--- src/rtl/head_step_pkg.sv ---
// Package: shared types and helpers for the head stepper controller.
// Assumes a three-phase index encoded 0..2.
package head_step_pkg;

    typedef enum logic [1:0] {
        SEQ_IDLE   = 2'd0,
        SEQ_LEAD   = 2'd1,
        SEQ_STEP   = 2'd2,
        SEQ_SETTLE = 2'd3
    } seq_state_t;

    // Next phase index: inward counts up, outward counts down, both modulo 3.
    function automatic logic [1:0] next_phase(input logic [1:0] cur, input logic inward);
        logic [1:0] res;
        if (inward) res = (cur == 2'd2) ? 2'd0 : cur + 2'd1;
        else        res = (cur == 2'd0) ? 2'd2 : cur - 2'd1;
        return res;
    endfunction

    // Larger of two integers, used to size counters.
    function automatic int imax(input int a, input int b);
        return (a > b) ? a : b;
    endfunction

endpackage

--- src/rtl/step_sequencer.sv ---
// Step sequencer: accepts a request while idle, runs an optional direction
// lead, issues `count` step events spaced by the selected rate period, then
// waits the settle interval and emits a one-cycle done.
// Assumes all cycle parameters are >= 2 and fit in TMR_W bits.
module step_sequencer
    import head_step_pkg::*;
#(
    parameter int CNT_W      = 8,
    parameter int TMR_W      = 16,
    parameter int RATE0_CYC  = 12000,
    parameter int RATE1_CYC  = 12000,
    parameter int RATE2_CYC  = 20000,
    parameter int RATE3_CYC  = 40000,
    parameter int SETTLE_CYC = 20000,
    parameter int LEAD_CYC   = 48
) (
    input  logic             clk,
    input  logic             rst_n,
    input  logic             sd_mode,
    input  logic             req,
    input  logic             dir_in,
    input  logic [1:0]       rate,
    input  logic [CNT_W-1:0] count,
    output logic             fire,
    output logic             fire_dir,
    output logic             dir_q,
    output logic             busy,
    output logic             done
);

    localparam logic [TMR_W-1:0] LEAD_LD   = TMR_W'(LEAD_CYC - 1);
    localparam logic [TMR_W-1:0] SETTLE_LD = TMR_W'(SETTLE_CYC - 1);

    seq_state_t       state, state_n;
    logic [TMR_W-1:0] timer, timer_n;
    logic [CNT_W-1:0] remain, remain_n;
    logic [1:0]       rate_q;
    logic [1:0]       rate_sel;
    logic [TMR_W-1:0] period_ld;
    logic             done_n;

    // Select the rate code: live input on acceptance, latched copy afterwards.
    assign rate_sel = (state == SEQ_IDLE) ? rate : rate_q;
    assign fire_dir = (state == SEQ_IDLE) ? dir_in : dir_q;

    // Map the rate code to a reload value for the step timer.
    always_comb begin
        case (rate_sel)
            2'd0:    period_ld = TMR_W'(RATE0_CYC - 1);
            2'd1:    period_ld = TMR_W'(RATE1_CYC - 1);
            2'd2:    period_ld = TMR_W'(RATE2_CYC - 1);
            default: period_ld = TMR_W'(RATE3_CYC - 1);
        endcase
    end

    // Next-state logic for the lead / step / settle sequence.
    always_comb begin
        state_n  = state;
        timer_n  = (timer != '0) ? timer - 1'b1 : timer;
        remain_n = remain;
        fire     = 1'b0;
        done_n   = 1'b0;
        case (state)
            SEQ_IDLE: begin
                if (req) begin
                    if (sd_mode) begin
                        state_n  = SEQ_LEAD;
                        timer_n  = LEAD_LD;
                        remain_n = count;
                    end else if (count == '0) begin
                        state_n  = SEQ_SETTLE;
                        timer_n  = SETTLE_LD;
                        remain_n = '0;
                    end else begin
                        fire     = 1'b1;
                        state_n  = SEQ_STEP;
                        timer_n  = period_ld;
                        remain_n = count - 1'b1;
                    end
                end
            end
            SEQ_LEAD, SEQ_STEP: begin
                if (timer == '0) begin
                    if (remain == '0) begin
                        state_n = SEQ_SETTLE;
                        timer_n = SETTLE_LD;
                    end else begin
                        fire     = 1'b1;
                        state_n  = SEQ_STEP;
                        timer_n  = period_ld;
                        remain_n = remain - 1'b1;
                    end
                end
            end
            default: begin
                if (timer == '0) begin
                    state_n = SEQ_IDLE;
                    done_n  = 1'b1;
                end
            end
        endcase
    end

    // Sequence registers.
    always_ff @(posedge clk) begin
        if (!rst_n) begin
            state  <= SEQ_IDLE;
            timer  <= '0;
            remain <= '0;
            done   <= 1'b0;
        end else begin
            state  <= state_n;
            timer  <= timer_n;
            remain <= remain_n;
            done   <= done_n;
        end
    end

    // Latch direction and rate code at acceptance only.
    always_ff @(posedge clk) begin
        if (!rst_n) begin
            dir_q  <= 1'b0;
            rate_q <= 2'd0;
        end else if (state == SEQ_IDLE && req) begin
            dir_q  <= dir_in;
            rate_q <= rate;
        end
    end

    assign busy = (state != SEQ_IDLE);

endmodule

--- src/rtl/phase_rotator.sv ---
// Phase rotator: holds the active phase index of a three-phase motor and
// moves it one position per advance in the given direction.
// Assumes advance is a single-cycle event.
module phase_rotator
    import head_step_pkg::*;
(
    input  logic       clk,
    input  logic       rst_n,
    input  logic       advance,
    input  logic       inward,
    output logic [1:0] phase_idx
);

    // Reset to the first phase, then rotate on each advance.
    always_ff @(posedge clk) begin
        if (!rst_n)       phase_idx <= 2'd0;
        else if (advance) phase_idx <= next_phase(phase_idx, inward);
    end

endmodule

--- src/rtl/step_pulse_gen.sv ---
// Step pulse generator: on a trigger, drives a high pulse lasting exactly
// PULSE_CYC cycles. Assumes triggers are further apart than the pulse width.
module step_pulse_gen #(
    parameter int PULSE_CYC = 8,
    localparam int PW_W     = $clog2(PULSE_CYC + 1)
) (
    input  logic clk,
    input  logic rst_n,
    input  logic trigger,
    output logic pulse
);

    logic [PW_W-1:0] left;

    // Load the width on a trigger, then count down to zero.
    always_ff @(posedge clk) begin
        if (!rst_n)           left <= '0;
        else if (trigger)     left <= PW_W'(PULSE_CYC);
        else if (left != '0)  left <= left - 1'b1;
    end

    assign pulse = (left != '0);

endmodule

--- src/rtl/head_step_ctrl.sv ---
// Head stepper controller top: joins the sequencer with either the three-phase
// rotator or the step pulse generator and muxes the drive lines by mode.
// Assumes mode_sd_i is static (changed only while in reset).
module head_step_ctrl
    import head_step_pkg::*;
#(
    parameter int CNT_W      = 8,
    parameter int RATE0_CYC  = 12000,
    parameter int RATE1_CYC  = 12000,
    parameter int RATE2_CYC  = 20000,
    parameter int RATE3_CYC  = 40000,
    parameter int SETTLE_CYC = 20000,
    parameter int PULSE_CYC  = 8,
    parameter int LEAD_CYC   = 48
) (
    input  logic             clk,
    input  logic             rst_n,
    input  logic             mode_sd_i,
    input  logic             step_req_i,
    input  logic             dir_in_i,
    input  logic [1:0]       rate_i,
    input  logic [CNT_W-1:0] count_i,
    output logic [2:0]       motor_o,
    output logic             busy_o,
    output logic             done_o
);

    localparam int MAX_RATE = imax(imax(RATE0_CYC, RATE1_CYC), imax(RATE2_CYC, RATE3_CYC));
    localparam int MAX_CYC  = imax(MAX_RATE, imax(SETTLE_CYC, LEAD_CYC));
    localparam int TMR_W    = $clog2(MAX_CYC + 1);
    localparam int N_PHASE  = 3;

    logic       fire, fire_dir, dir_q;
    logic [1:0] phase_idx;
    logic       step_pulse;
    logic [N_PHASE-1:0] phase_n;

    step_sequencer #(
        .CNT_W(CNT_W), .TMR_W(TMR_W),
        .RATE0_CYC(RATE0_CYC), .RATE1_CYC(RATE1_CYC),
        .RATE2_CYC(RATE2_CYC), .RATE3_CYC(RATE3_CYC),
        .SETTLE_CYC(SETTLE_CYC), .LEAD_CYC(LEAD_CYC)
    ) u_seq (
        .clk(clk), .rst_n(rst_n), .sd_mode(mode_sd_i), .req(step_req_i),
        .dir_in(dir_in_i), .rate(rate_i), .count(count_i),
        .fire(fire), .fire_dir(fire_dir), .dir_q(dir_q),
        .busy(busy_o), .done(done_o)
    );

    phase_rotator u_rot (
        .clk(clk), .rst_n(rst_n), .advance(fire && !mode_sd_i),
        .inward(fire_dir), .phase_idx(phase_idx)
    );

    step_pulse_gen #(.PULSE_CYC(PULSE_CYC)) u_pulse (
        .clk(clk), .rst_n(rst_n), .trigger(fire && mode_sd_i), .pulse(step_pulse)
    );

    // Active-low phase decode, one line per phase.
    for (genvar g = 0; g < N_PHASE; g++) begin : g_phase
        assign phase_n[g] = (phase_idx != 2'(g));
    end

    // Route drive lines according to the selected motor interface.
    always_comb begin
        if (mode_sd_i) motor_o = {1'b1, dir_q, step_pulse};
        else           motor_o = phase_n;
    end

endmodule

--- config.mk ---
export PLATFORM = sky130hd
export DESIGN_NAME = head_step_ctrl
export DESIGN_NICKNAME = d
export VERILOG_FILES = /design/src/rtl/head_step_pkg.sv /design/src/rtl/step_sequencer.sv /design/src/rtl/phase_rotator.sv /design/src/rtl/step_pulse_gen.sv /design/src/rtl/head_step_ctrl.sv
export SDC_FILE = /design/constraint.sdc
export NUM_CORES = 1
export LEC_CHECK = 0
export ABC_AREA = 1
export BUFFER_PORTS_ARGS = -buffer_cell sky130_fd_sc_hd__buf_2
export CAP_MARGIN = 15
export CORE_UTILIZATION = 30
export DETAILED_ROUTE_END_ITERATION = 10
export PLACE_DENSITY = 0.43
export SYNTH_ARGS = -nofsm -noshare
export SYNTH_HDL_FRONTEND = slang
export SYNTH_SLANG_ARGS = --single-unit
--- constraint.sdc ---
create_clock -name clk -period 1.63 [get_ports clk]
set_input_delay 0.163 -clock clk [delete_from_list [all_inputs] [get_ports clk]]
set_output_delay 0.163 -clock clk [all_outputs]
set_load 0.02 [all_outputs]
## After elaboration in Yosys (flattened, before gate mapping)

Cells that the tools add are included.

- Output and inout port bits: 5
- Word-level logic and storage cells: 85
- Flip-flop bits (word level): 36

- $add $sub $neg: 6
- Reduce and logical (&&, ||, !) cells: 23
- Equality and inequality tests: 10
- Mux-type cells: 36
- Bitwise logic cells: 1

Operators with widths:

| cell | number |
|---|---|
| $mux W16 | 6 |
| $pmux W16 S2 | 2 |
| $mux W8 | 5 |
| $logic_not A16 Y1 | 1 |
| $logic_not A8 Y1 | 2 |
| $mux W2 | 8 |
| $pmux W8 S2 | 1 |
| $reduce_bool A16 Y1 | 1 |
| $sub A16 B1 Y16 const B | 1 |
| $sub A8 B1 Y8 const B | 2 |
| $reduce_bool A2 Y1 | 5 |
| $mux W1 | 9 |
| $mux W4 | 2 |
| $eq A2 B2 Y1 const B | 3 |
| $logic_not A2 Y1 | 3 |
| $ne A2 B2 Y1 const B | 3 |
| $reduce_or A2 Y1 | 3 |
| $eq A2 B1 Y1 const B | 2 |
| $ne A2 B1 Y1 const B | 2 |
| $pmux W2 S2 | 1 |
| $reduce_and A4 Y1 | 1 |
| $reduce_bool A4 Y1 | 1 |
| $reduce_or A4 Y1 | 1 |
| $sub A4 B1 Y4 const B | 1 |
| 8 further kinds | 10 |

## Depth between registers and ports, before layout

- Depth after elaboration: 9
- Gate-level depth with buffers: 13
- Depth with buffers taken out: 13

## Modules after synthesis

A second synthesis with hierarchy kept.

- Cell total of the unflattened synthesis: 472
- Area total of the unflattened synthesis: 2,890.3 sq um

Modules (own cells, without submodules):

| module | cells an instance | area each (sq um) | instances | seq. area each (sq um) |
|---|---|---|---|---|
| step_sequencer | 404 | 2,448.6 | 1 | 600.6 |
| step_pulse_gen | 29 | 226.5 | 1 | 80.1 |
| phase_rotator | 24 | 153.9 | 1 | 40.0 |
| head_step_ctrl | 15 | 61.3 | 1 | 0.0 |

## Least setup slack after synthesis

Ideal clock, no wire load.

- Path kind: register -> register
- Start point: register u_seq.state[0]
- End point: register u_seq.remain[5]
- Path slack: -15 ps
- Buffers on the path: 0
- Period minus slack after synthesis: 1,645 ps
- Library setup time: 118 ps
- Arrival time: 1,527 ps
- Cell stages (with the launch flop): 11
- Path through: dfxtp_1 inv_1 ha_1 inv_2 nor2_1 nor2_2 nand3_4 clkinv_4 nand2_1 nand2_1 a21oi_2

- Word-level cells in the longest chain between the ends: 4
- Elaborated cells on any way between the ends: 10

RTL lines:

| element | line | RTL |
|---|---|---|
| start, declared | step_sequencer.sv:34 | `seq_state_t state, state_n;` |
| start signal, assigned | step_sequencer.sv:112 | `state <= state_n;` |
| $eq A2 B1 Y1 or $eq A2 B2 Y1 (tied branches) | step_sequencer.sv:63 | `case (state)` |
| $reduce_or A2 Y1 | n/a |  |
| $ne A2 B1 Y1 (no source line) (tied with other cells) | n/a |  |
| $reduce_and A4 Y1 (no source line) | n/a |  |
| end signal, assigned | step_sequencer.sv:114 | `remain <= remain_n;` |
| end, declared | step_sequencer.sv:36 | `logic [CNT_W-1:0] remain, remain_n;` |

Several ways; a longest one is shown, not always the timed one.
A chain may end at the register's enable or synchronous reset.

## Worst setup path after layout

- Start point: register u_seq.timer[1]
- End point: register u_seq.timer[10]

- Word-level cells in the longest chain between the ends: 4
- Elaborated cells on any way between the ends: 7

RTL lines:

| element | line | RTL |
|---|---|---|
| start, declared | step_sequencer.sv:35 | `logic [TMR_W-1:0] timer, timer_n;` |
| start signal, assigned | step_sequencer.sv:113 | `timer <= timer_n;` |
| $sub A16 B1 Y16 or $reduce_bool A16 Y1 (tied branches) | step_sequencer.sv:59 | `timer_n = (timer != '0) ? timer - 1'b1 : timer;` |
| $mux W16 | step_sequencer.sv:59 |  |
| $mux W16, on equally long branches | step_sequencer.sv:83, step_sequencer.sv:65 |  |
| $pmux W16 S2 (*) | step_sequencer.sv:63 |  |

Mark *: on every way between the ends. The rest lies on a longest branch, timed or not.

==> impl_metrics.env <==
export IMPL_total_leakage_power_nw=1.92
export IMPL_yosys_top_cells_area="dfxtp_1 25%, nand2_1 13%, ha_1 7.5%, inv_1 7.0%, a21oi_1 6.5%"
export IMPL_die_w_um=99.4
export IMPL_cts_buffers=5
export IMPL_synth_seq_cells=36
export IMPL_port_buffers=19
export IMPL_synth_top_area_cell="dfxtp_1"
export IMPL_synth_compound_area_share_pct=15.8
export IMPL_rsz0062_at_grt="yes"
export IMPL_swShare_pct=47.3
export IMPL_path_buf_inv=3
export IMPL_combPwrFrac_pct=72.1
export IMPL_cts_root_buffer="clkbuf_8"
export IMPL_die_height_um=99.4
export IMPL_hp_class="primary input to flop"
export IMPL_crit_required_ps=1820
export IMPL_crit_fanout=10
export IMPL_synth_edff_count=0
export IMPL_yosysWarnings=0
export IMPL_ios=20
export IMPL_tightest_slew_ps=321
export IMPL_synth_top_family_by_area="simple AND/OR/NAND/NOR gates"
export IMPL_clkTransAtPathRegs_ps=80
export IMPL_start_kind="flop"
export IMPL_async_flop_share_pct=0
export IMPL_top_layer="met4"
export IMPL_grt_pass1_vias=3156
export IMPL_track_usage_pct=19.5
export IMPL_grt_pass1_wl_um=15200
export IMPL_diodes=0
export IMPL_antenna_found_initial=0
export IMPL_synthAdderAreaFrac_pct=7.48
export IMPL_finalHoldWorstSlack_ps=132
export IMPL_slowest_stage="dfxtp_2"
export IMPL_area_delta_synth_final_pct=44.5
export IMPL_clock_sinks=36
export IMPL_fin_worst_skew_ps=8.99
export IMPL_critPathCaptureType="flop"
export IMPL_setup_viol=0
export IMPL_viasPerCell=4.74
export IMPL_cp_top_family="simple AND/OR/NAND/NOR gates"
export IMPL_layout_drive_gt1_share_pct=41.1
export IMPL_finalCritPeriodShare_pct=99.3
export IMPL_yosysUniqueCellTypes=45
export IMPL_dp_hpwl_um=7030
export IMPL_fin_ws_ps=11.3
export IMPL_powerDensity_nw_per_um2=1930
export IMPL_status="finished clean"
export IMPL_finalHoldViolations=0
export IMPL_drtIter0Drc=111
export IMPL_grt_max_degree=11
export IMPL_p_sw_mw=3.76
export IMPL_row_count=35
export IMPL_slowest_delay_ps=330
export IMPL_wl_met2_um=4680
export IMPL_p_seq_share_pct=18.7
export IMPL_syn_nets=470
export IMPL_m1WireLength_um=4010
export IMPL_synth_top_area_share_pct=25.3
export IMPL_htree_levels=2
export IMPL_crit_chain="inv_2 -> ha_4 -> inv_2 -> nor2_4 -> nand2_2 -> nor2_4 -> nand2_4 -> buf_12 -> nand2_1 -> nor2_2 -> xnor2_1 -> a21oi_2"
export IMPL_antenna_left=0
export IMPL_relSlewSlack_pct=78.6
export IMPL_wl_met3_um=177
export IMPL_initial_core_util_pct=30.9
export IMPL_critPathArrivalTime_ps=1810
export IMPL_core_sq_um=9200
export IMPL_fin_nets=575
export IMPL_ys_seq_area_share_pct=25.3
export IMPL_via_count=3102
export IMPL_synth_simple_area_share_pct=38.0
export IMPL_overflow=0
export IMPL_netlist_instances=438
export IMPL_fp_dieArea_sq_um=9880
export IMPL_netlist_area_sq_um=2850
export IMPL_finalMaxSlewViolations=0
export IMPL_routedWlPerCell_um=13.7
export IMPL_drt_total_wl_um=8960
export IMPL_p_int_mw=4.19
export IMPL_maxCapViolCount=0
export IMPL_cts_max_path_buffers=2
export IMPL_min_period_ps=1620
export IMPL_gp_congestion=0.801
export IMPL_ys_flop_type="dfxtp_1"
export IMPL_finalPower_mw=7.95
export IMPL_synth_area_mux_share_pct=0.396
export IMPL_syn_area_per_cell_sq_um=6.50
export IMPL_post_route_drc_count=0
export IMPL_critical_path_class="flop to flop"
export IMPL_cts_hold_buf=0
export IMPL_drtPass1Iterations=4
export IMPL_pre_cts_ws_ps=-152
export IMPL_fmax_ghz=0.618
export IMPL_synthXorXnorAreaFrac_pct=3.08
export IMPL_peakVddDrop_uv=507
export IMPL_p_clk_share_pct=9.2
export IMPL_insertion_delay_ps=300
export IMPL_cts_tree="yes"
==> kinds of logic after synthesis <==
kind of cell,Yosys count
buf+inv,69
mux,1
simple gates,224
fa+ha+maj,17
compound gates,81
flops,36
xor+xnor,10
==> cells in the final DEF (no fill, tap or decap), types with 3 or more instances in the layout <==
master and count:
inv_1 44, nand2_2 19, nand3_2 11, nor2_4 9
xnor2_1 3, nor2_1 35, ha_4 3, buf_6 4
o21ai_2 4, xor2_1 7, ha_1 13, dfxtp_2 5
nand3_1 28, o21ai_0 14, nor2_2 12, o21ai_1 11
dfxtp_1 31, a21oi_1 27, buf_2 19, nand4_1 9
clkbuf_8 7, buf_4 86, a21oi_2 14, inv_2 9
nand2_4 3, nand2_1 84
==> worst register-to-register path, cell delays in order (launching register included) <==
cell and delay, ps:
dfxtp_2 330, inv_2 70, ha_4 140, inv_2 50
nor2_4 90, nand2_2 70, nor2_4 110, nand2_4 80
buf_12 160, nand2_1 100, nor2_2 50, xnor2_1 180
a21oi_2 80
==> metal layers <==
metal / up-vias / GRT usage (%)
met1: 1421 / 24.2
met2: 32 / 35.6
li1: 1642 / -
met3: 7 / 1.97
met4: 0 / 5.66
met5: - / 0
==> Yosys cell counts (all sizes together), types with 2 or more instances <==
library cell and count:
ha 17, o22ai 2, nand4 11, dfxtp 36
nor3 5, or2 2, o21ai 31, a21oi 41
clkinv 2, nand2 106, nor2 56, xnor2 3
clkbuf 7, buf 5, xor2 7, nand3 41
inv 55
==> final timing paths <==
path	cells past startpoint	slack [ps]	end	start
worst max-delay path	12	10	u_seq.timer[10]$_SDFF_PN0_	u_seq.timer[1]$_SDFF_PN0_
worst min-delay path	2	130	u_seq.rate_q[1]$_SDFFE_PN0P_	step_req_i
worst max register to register	12	10	u_seq.timer[10]$_SDFF_PN0_	u_seq.timer[1]$_SDFF_PN0_
worst min register to register	2	480	u_pulse.left[1]$_SDFFE_PP0P_	u_pulse.left[1]$_SDFFE_PP0P_
==> state kept, by name (all words and copies together) (netlist names) <==
| name | flops |
|---|---|
| u_seq.done | 1 |
| u_rot.phase_idx | 2 |
| u_pulse.left | 4 |
| u_seq.rate_q | 2 |
| u_seq.dir_q | 1 |
| u_seq.remain | 8 |
| u_seq.state | 2 |
| u_seq.timer | 16 |
==> final cells by class <==
| class | instances | area [sq um] |
|---|---|---|
| Clock buffer | 7 | 96.3 |
| Fill cell | 969 | 5090 |
| Inverter | 57 | 229 |
| Multi-Input combinational cell | 333 | 2110 |
| Sequential cell | 36 | 727 |
| Tap cell | 111 | 139 |
| Timing Repair Buffer | 110 | 806 |
==> power groups by stage <==
stage / clock network (mW) / logic (mW) / registers, mW
floorplan: 0 / 2.95 / 1.46
global placement: 0 / 4.82 / 1.45
detailed placement: 0 / 4.80 / 1.45
CTS: 0.751 / 5.14 / 1.46
global route: 0.790 / 6.37 / 1.53
finish: 0.733 / 5.73 / 1.48
==> metrics by stage <==
| stage | area, sq um | util [%] | std cells | TNS [ps] |
|---|---|---|---|---|
| after floorplan | 2850 | - | 438 | 0 |
| after global placement | 3630 | 39.5 | 637 | -1960 |
| after detailed placement | 3630 | 39.5 | 637 | -1610 |
| after CTS | 3840 | 41.7 | 646 | -52.0 |
| after global routing | 4110 | 44.7 | 654 | -1000 |
| final | 4110 | 44.7 | 654 | 0 |
==> repair_timing <==
item	CTS	global route
endpoints found under the setup margin	29	32
buffers inserted	3	8
resized for setup	28	67
pin swaps	6	15
Power figures use the tool's default switching activity.
